==> src/rtl/qdac_pkg.sv <==
package qdac_pkg;
  localparam int unsigned WORD_W_DEF = 16;
  localparam int unsigned CODE_W_DEF = 12;
  localparam int unsigned ADDR_W_DEF = 2;
  localparam int unsigned SYNC_STAGES_DEF = 2;

  // Bit positions of the pins inside the synchronizer vector
  localparam int unsigned PIN_CS   = 5;
  localparam int unsigned PIN_SCLK = 4;
  localparam int unsigned PIN_SDI  = 3;
  localparam int unsigned PIN_LOAD = 2;
  localparam int unsigned PIN_CLR  = 1;
  localparam int unsigned PIN_MID  = 0;
  localparam int unsigned PIN_W    = 6;
  // Idle levels: select, clock, load and clear high
  localparam logic [PIN_W-1:0] PIN_IDLE = 6'b110110;
endpackage

==> src/rtl/qdac_sync.sv <==
module qdac_sync #(
  parameter int unsigned WIDTH = 1,
  parameter int unsigned STAGES = 2,
  parameter logic [WIDTH-1:0] RST_VAL = '0
) (
  input  logic             clk_i,
  input  logic             rst_ni,
  input  logic [WIDTH-1:0] d_i,
  output logic [WIDTH-1:0] q_o
);
  logic [STAGES-1:0][WIDTH-1:0] stg_q;

  always_ff @(posedge clk_i or negedge rst_ni) begin
    if (!rst_ni) begin
      stg_q <= {STAGES{RST_VAL}};
    end else begin
      stg_q[0] <= d_i;
      for (int i = 1; i < STAGES; i++) stg_q[i] <= stg_q[i-1];
    end
  end

  assign q_o = stg_q[STAGES-1];
endmodule

==> src/rtl/qdac_shift_front.sv <==
module qdac_shift_front #(
  parameter int unsigned WORD_W = 16
) (
  input  logic              clk_i,
  input  logic              rst_ni,
  input  logic              cs_i,
  input  logic              sclk_i,
  input  logic              sdi_i,
  output logic              shift_en_o,
  output logic [WORD_W-1:0] word_o
);
  logic lvl, lvl_q;
  logic [WORD_W-1:0] word_q;

  // Either pin high keeps the combined shift clock high
  assign lvl = cs_i | sclk_i;

  always_ff @(posedge clk_i or negedge rst_ni) begin
    if (!rst_ni) lvl_q <= 1'b1;
    else         lvl_q <= lvl;
  end

  assign shift_en_o = lvl & ~lvl_q;

  always_ff @(posedge clk_i or negedge rst_ni) begin
    if (!rst_ni)         word_q <= '0;
    else if (shift_en_o) word_q <= {word_q[WORD_W-2:0], sdi_i};
  end

  assign word_o = word_q;
endmodule

==> src/rtl/qdac_code_bank.sv <==
module qdac_code_bank #(
  parameter int unsigned CODE_W = 12,
  parameter int unsigned ADDR_W = 2,
  localparam int unsigned NUM_CH = 1 << ADDR_W
) (
  input  logic                     clk_i,
  input  logic                     rst_ni,
  input  logic                     clr_ni,
  input  logic                     clr_mid_i,
  input  logic                     load_ni,
  input  logic [ADDR_W-1:0]        addr_i,
  input  logic [CODE_W-1:0]        data_i,
  output logic [NUM_CH*CODE_W-1:0] codes_o
);
  localparam logic [CODE_W-1:0] MID_CODE = CODE_W'(1) << (CODE_W - 1);

  logic [CODE_W-1:0] clr_code;
  assign clr_code = clr_mid_i ? MID_CODE : '0;

  for (genvar ch = 0; ch < NUM_CH; ch++) begin : g_ch
    logic [CODE_W-1:0] code_q;
    logic              hit;

    // Models a latch that is open while load is low, addressed by live shift bits
    assign hit = ~load_ni & (addr_i == ADDR_W'(ch));

    always_ff @(posedge clk_i or negedge rst_ni) begin
      if (!rst_ni)      code_q <= '0;
      else if (!clr_ni) code_q <= clr_code;
      else if (hit)     code_q <= data_i;
    end

    assign codes_o[ch*CODE_W +: CODE_W] = code_q;
  end
endmodule

==> src/rtl/quad_dac_serial_core.sv <==
module quad_dac_serial_core
  import qdac_pkg::*;
#(
  parameter int unsigned WORD_W = WORD_W_DEF,
  parameter int unsigned CODE_W = CODE_W_DEF,
  parameter int unsigned ADDR_W = ADDR_W_DEF,
  parameter int unsigned SYNC_STAGES = SYNC_STAGES_DEF
) (
  input  logic                              clk_i,
  input  logic                              rst_ni,
  input  logic                              cs_i,
  input  logic                              sclk_i,
  input  logic                              sdi_i,
  input  logic                              load_ni,
  input  logic                              clr_ni,
  input  logic                              clr_mid_i,
  output logic [(1<<ADDR_W)*CODE_W-1:0]     codes_o,
  output logic [WORD_W-1:0]                 shift_word_o
);
  localparam int unsigned NUM_CH = 1 << ADDR_W;

  logic [PIN_W-1:0] pins_raw, pins_s;
  logic cs_s, sclk_s, sdi_s, load_n_s, clr_n_s, clr_mid_s;
  logic shift_en;
  logic [WORD_W-1:0] shift_word;
  logic [NUM_CH*CODE_W-1:0] codes;

  always_comb begin
    pins_raw = '0;
    pins_raw[PIN_CS]   = cs_i;
    pins_raw[PIN_SCLK] = sclk_i;
    pins_raw[PIN_SDI]  = sdi_i;
    pins_raw[PIN_LOAD] = load_ni;
    pins_raw[PIN_CLR]  = clr_ni;
    pins_raw[PIN_MID]  = clr_mid_i;
  end

  qdac_sync #(
    .WIDTH  (PIN_W),
    .STAGES (SYNC_STAGES),
    .RST_VAL(PIN_IDLE)
  ) u_sync (
    .clk_i (clk_i),
    .rst_ni(rst_ni),
    .d_i   (pins_raw),
    .q_o   (pins_s)
  );

  assign cs_s      = pins_s[PIN_CS];
  assign sclk_s    = pins_s[PIN_SCLK];
  assign sdi_s     = pins_s[PIN_SDI];
  assign load_n_s  = pins_s[PIN_LOAD];
  assign clr_n_s   = pins_s[PIN_CLR];
  assign clr_mid_s = pins_s[PIN_MID];

  qdac_shift_front #(
    .WORD_W(WORD_W)
  ) u_shift (
    .clk_i     (clk_i),
    .rst_ni    (rst_ni),
    .cs_i      (cs_s),
    .sclk_i    (sclk_s),
    .sdi_i     (sdi_s),
    .shift_en_o(shift_en),
    .word_o    (shift_word)
  );

  qdac_code_bank #(
    .CODE_W(CODE_W),
    .ADDR_W(ADDR_W)
  ) u_bank (
    .clk_i    (clk_i),
    .rst_ni   (rst_ni),
    .clr_ni   (clr_n_s),
    .clr_mid_i(clr_mid_s),
    .load_ni  (load_n_s),
    .addr_i   (shift_word[WORD_W-1 -: ADDR_W]),
    .data_i   (shift_word[CODE_W-1:0]),
    .codes_o  (codes)
  );

  assign codes_o      = codes;
  assign shift_word_o = shift_word;
endmodule

==> config.mk <==
export PLATFORM = sky130hd
export DESIGN_NAME = quad_dac_serial_core
export DESIGN_NICKNAME = d
export VERILOG_FILES = /design/src/rtl/qdac_pkg.sv /design/src/rtl/qdac_sync.sv /design/src/rtl/qdac_shift_front.sv /design/src/rtl/qdac_code_bank.sv /design/src/rtl/quad_dac_serial_core.sv
export SDC_FILE = /design/constraint.sdc
export NUM_CORES = 1
export LEC_CHECK = 0
export ABC_CLOCK_PERIOD_IN_PS = 3500
export BUFFER_PORTS_ARGS = -buffer_cell sky130_fd_sc_hd__buf_2
export CAP_MARGIN = 20
export CORE_AREA = 2 2 90 92
export DETAILED_ROUTE_END_ITERATION = 10
export DIE_AREA = 0 0 92 94
export SLEW_MARGIN = 20
export SYNTH_ARGS = -nofsm -noshare
export SYNTH_HDL_FRONTEND = slang
export SYNTH_SLANG_ARGS = --single-unit
==> constraint.sdc <==
create_clock -name clk_i -period 3.5 [get_ports clk_i]
set_input_delay 0 -clock clk_i [delete_from_list [all_inputs] [get_ports clk_i]]
set_output_delay 0 -clock clk_i [all_outputs]
set_load 0.02 [all_outputs]
==> Implementation_results.wiki <==
{| class="wikitable"
! Metric !! Value
|-
| Chip Height || 94 µm
|-
| Most used flip-flop cell after synthesis || sky130_fd_sc_hd__dfrtp_1
|-
| Areal power density over the cells || around 600 mW/mm²
|-
| Crit path arrival time || roughly 1900 ps
|-
| Summed negative setup slack over all endpoints || 0 ps
|-
| Initial antenna violation count || 0
|-
| Nets || 345
|-
| Kind of start point of the critical path || flip-flop
|-
| Data required, critical path || ~3700 ps
|-
| Pre-CTS setup slack || between 1500 and 2000 ps
|-
| Most frequently used cell type in the post-synthesis netlist || sky130_fd_sc_hd__nand2_1
|-
| Async set-or-reset flop fraction in the synthesized netlist || 100.0%
|-
| Diode count || 0
|-
| Die Span X || ~90 µm
|-
| Post-synthesis area per instance || 11.43 µm²
|-
| Final Hold Vio Count || 0
|-
| Placement Rows || 32
|-
| Congestion Overflow GR || 0
|-
| Largest net degree at the start of global routing || ~80
|-
| Register-to-Register Path Depth || 3
|-
| Count of instances resized after the clock tree is built || 0
|-
| Combined flip-flop and latch cell area || around 0.0019 mm²
|-
| Setup slack of the most critical reg-to-reg path || ~1800 ps
|-
| Remaining number of nets flagged by the antenna check after routing || 0
|-
| Ratio of routed vias to standard cells || 4.851
|-
| Global router's overall resource usage || around 17%
|-
| I/O Buffers || 71
|-
| Number of setup violations in the final report || 0
|-
| Total vias in the final route || about 2,200
|-
| Most frequent cells after synthesis || 96 x sky130_fd_sc_hd__nand2_1, 68 x sky130_fd_sc_hd__dfrtp_1, 44 x sky130_fd_sc_hd__a21boi_1
|-
| Clock Latency Late Sink || 330 ps
|-
| Sequential-to-total area share from yosys stat || 64.25%
|-
| Count of pins over their slew limit || 0
|-
| Total DRC errors in the routed layout || 0
|-
| Number of fillers in the final layout || 724
|-
| Yosys Warn Count || 0
|-
| DR iter-0 viols || 128
|-
| Max-cap violations || 0
|-
| Clock buffers created by TritonCTS || 9
|-
| Final worst-path cycle share || 47.83%
|-
| Number of enable flip-flop cells after synthesis || 0
|-
| Worst slew margin relative to its limit || 36.21%
|-
| Clock tree buffer depth || 2
|-
| Core ar. || 0.007607 mm²
|-
| Power consumption || around 2200 µW
|-
| Nets in the synthesized netlist || around 270
|-
| Cell Area, Synth || 0.003017 mm²
|-
| Wire length of the first global-routing pass || around 11,000 µm
|-
| Largest driver fanout on the critical path || 16
|-
| DR pass1 iterations || 5
|-
| CP peak stage delay || roughly 550 ps
|-
| Max rail drop VDD || 0.2607 mV
|-
| Effective utilization at floorplan || 39.65%
|-
| Layout overhead on the synthesized area || 21.48%
|-
| Nature of the critical path endpoint || flip-flop
|-
| Routability-driven placement congestion ratio || ~0.68
|-
| Multi-input gate area in the final layout || 987.2 µm²
|-
| Post-synthesis cell type with the largest combined area || sky130_fd_sc_hd__dfrtp_1
|-
| Post-synth top area share || 56.41%
|-
| Clock Root Buffer || sky130_fd_sc_hd__clkbuf_8
|-
| CTS HTree Levels || 3
|-
| Critical path cell sequence || or2_1, nand2b_1, mux2_2
|-
| Worst setup slack after layout || 1826 ps
|-
| Gate count of the mapped netlist || 264
|-
| Start-to-end type of the worst setup path || flip-flop to flip-flop
|-
| Number of sinks driven by the clock tree || 77
|-
| Wire per inst || 15.25 µm
|-
| Number of cells traversed by the worst hold path || 2
|-
| Run status || completed
|-
| Measured slew at the worst slew-check pin || roughly 960 ps
|-
| Number of global-route vias before repair || 2,161
|-
| Detailed-route wire length || 6771 µm
|-
| Static Leakage || about 0.0018 µW
|-
| Proportion of layout cells with a drive suffix above 1 || a little under a third
|-
| Cell variety after synth || 20
|-
| Clock tree skew after final layout || 7.641 ps
|-
| Detail Placement HPWL || 4345 µm
|-
| Clock tree from TritonCTS || done
|-
| Top-level port count || 72
|-
| Max Clk Rate || between 500 and 600 MHz
|-
| Worst hold path type || input port to flip-flop
|-
| Post-CTS setup buffer count || 0
|-
| Shortest period the worst path allows || 1674 ps
|-
| Setup repair after global routing missed its margin || false
|-
| Post-synthesis sequential element count || 77
|-
| Top post-synthesis cells by area || sky130_fd_sc_hd__dfrtp_1 56%, sky130_fd_sc_hd__nand2_1 12%, sky130_fd_sc_hd__a21boi_1 11%
|-
| Floorplan die area || 0.008648 mm²
|-
| Critical-path cell with the highest stage delay || sky130_fd_sc_hd__nand2b_1
|-
| Reg clk slew, reported paths || approximately 80 ps
|-
| Smallest hold slack || 297.3 ps
|}
worst paths after layout:
kind / from / endpoint
setup / recovery: u_sync.q_o[4] / u_shift.word_o[2]
max in group asynchronous: rst_ni / u_bank.g_ch[1].code_q[8]
setup reg to reg: u_sync.q_o[4] / u_shift.word_o[2]
hold reg to reg: u_sync.stg_q[0] / u_sync.q_o[0]
hold / removal: sclk_i / u_sync.stg_q[4]
min in group asynchronous: rst_ni / u_bank.g_ch[3].code_q[5]
state kept, by name, summed over array words and instances, names as in the netlist:
register,cells
u_sync.stg_q,6
u_bank.g_ch.code_q,48
u_shift.lvl_q,1
u_shift.word_o,16
u_sync.q_o,6
layout make-up:
class,count,share of cell area [%]
Clock buffer,10,3.756
Clock inverter,6,1.263
Multi-Input combinational cell,171,26.94
Sequential cell,77,52.89
Tap cell,102,3.482
Timing Repair Buffer,78,11.68
timing repair:
action | CTS | global route
hold buffers | 7 | 0
endpoints found under the setup margin | 0 | 0
hold endpoints to repair | 74 | 0
cell usage in the layout, fill, tap and decap left out:
| master | instances |
|---|---|
| sky130_fd_sc_hd__or3b_1 | 2 |
| sky130_fd_sc_hd__dfstp_2 | 9 |
| sky130_fd_sc_hd__clkinvlp_4 | 2 |
| sky130_fd_sc_hd__clkinv_4 | 2 |
| sky130_fd_sc_hd__clkinv_2 | 1 |
| sky130_fd_sc_hd__or3_1 | 1 |
| sky130_fd_sc_hd__nand3b_1 | 1 |
| sky130_fd_sc_hd__mux2_2 | 6 |
| sky130_fd_sc_hd__or2_1 | 1 |
| sky130_fd_sc_hd__dlygate4sd3_1 | 7 |
| sky130_fd_sc_hd__mux2_1 | 10 |
| sky130_fd_sc_hd__inv_6 | 1 |
| sky130_fd_sc_hd__nor3b_2 | 2 |
| sky130_fd_sc_hd__clkbuf_8 | 10 |
| sky130_fd_sc_hd__a21boi_1 | 44 |
| sky130_fd_sc_hd__nand2b_1 | 1 |
| sky130_fd_sc_hd__nand2_1 | 96 |
| sky130_fd_sc_hd__buf_2 | 70 |
| sky130_fd_sc_hd__dfrtp_1 | 68 |
| sky130_fd_sc_hd__buf_4 | 1 |
| sky130_fd_sc_hd__a31oi_1 | 4 |
| sky130_fd_sc_hd__and3b_1 | 1 |
| sky130_fd_sc_hd__nor2_1 | 1 |
| sky130_fd_sc_hd__nor3_2 | 1 |
cell families (layout without fill, tap and decap cells):
kind of cell    Yosys count  count (layout)  share of synthesized area [%]
compound gates           48              48                          11.78
buf+inv                  16              94                          3.028
flops                    77              77                          64.25
mux                      16              16                          5.973
simple gates            107             107                          14.97
worst max-delay path, delay by kind of cell (launching register included):
kind             cells  cell delay, ps
flip-flops           1             360
multiplexers         1             410
AND/OR/NAND/NOR      2             790
power by group:
group	internal, µW	switching [µW]
clock network	280	327
registers	997	181
logic	148	238
layer usage:
| layer | track usage [%] | part of all wire (%) | up-vias | wire length (µm) |
|---|---|---|---|---|
| li1 | - | - | 1009 | - |
| met1 | 23.79 | 48 | 1070 | 3231 |
| met2 | 25.12 | 46 | 62 | 3097 |
| met3 | 3.371 | 4.6 | 13 | 309 |
| met4 | 7.090 | 2.0 | 0 | 133 |
| met5 | 0 | 0 | - | 0 |
through the flow:
stage | instances | utilization [%] | area [µm²]
floorplan | 264 | - | 3017
CTS | 444 | 48.17 | 3665
global route | 444 | 48.17 | 3665
finish | 444 | 48.17 | 3665
global placement | 421 | 44.84 | 3411
detailed placement | 421 | 44.84 | 3411
Power figures use the tool's default switching activity.
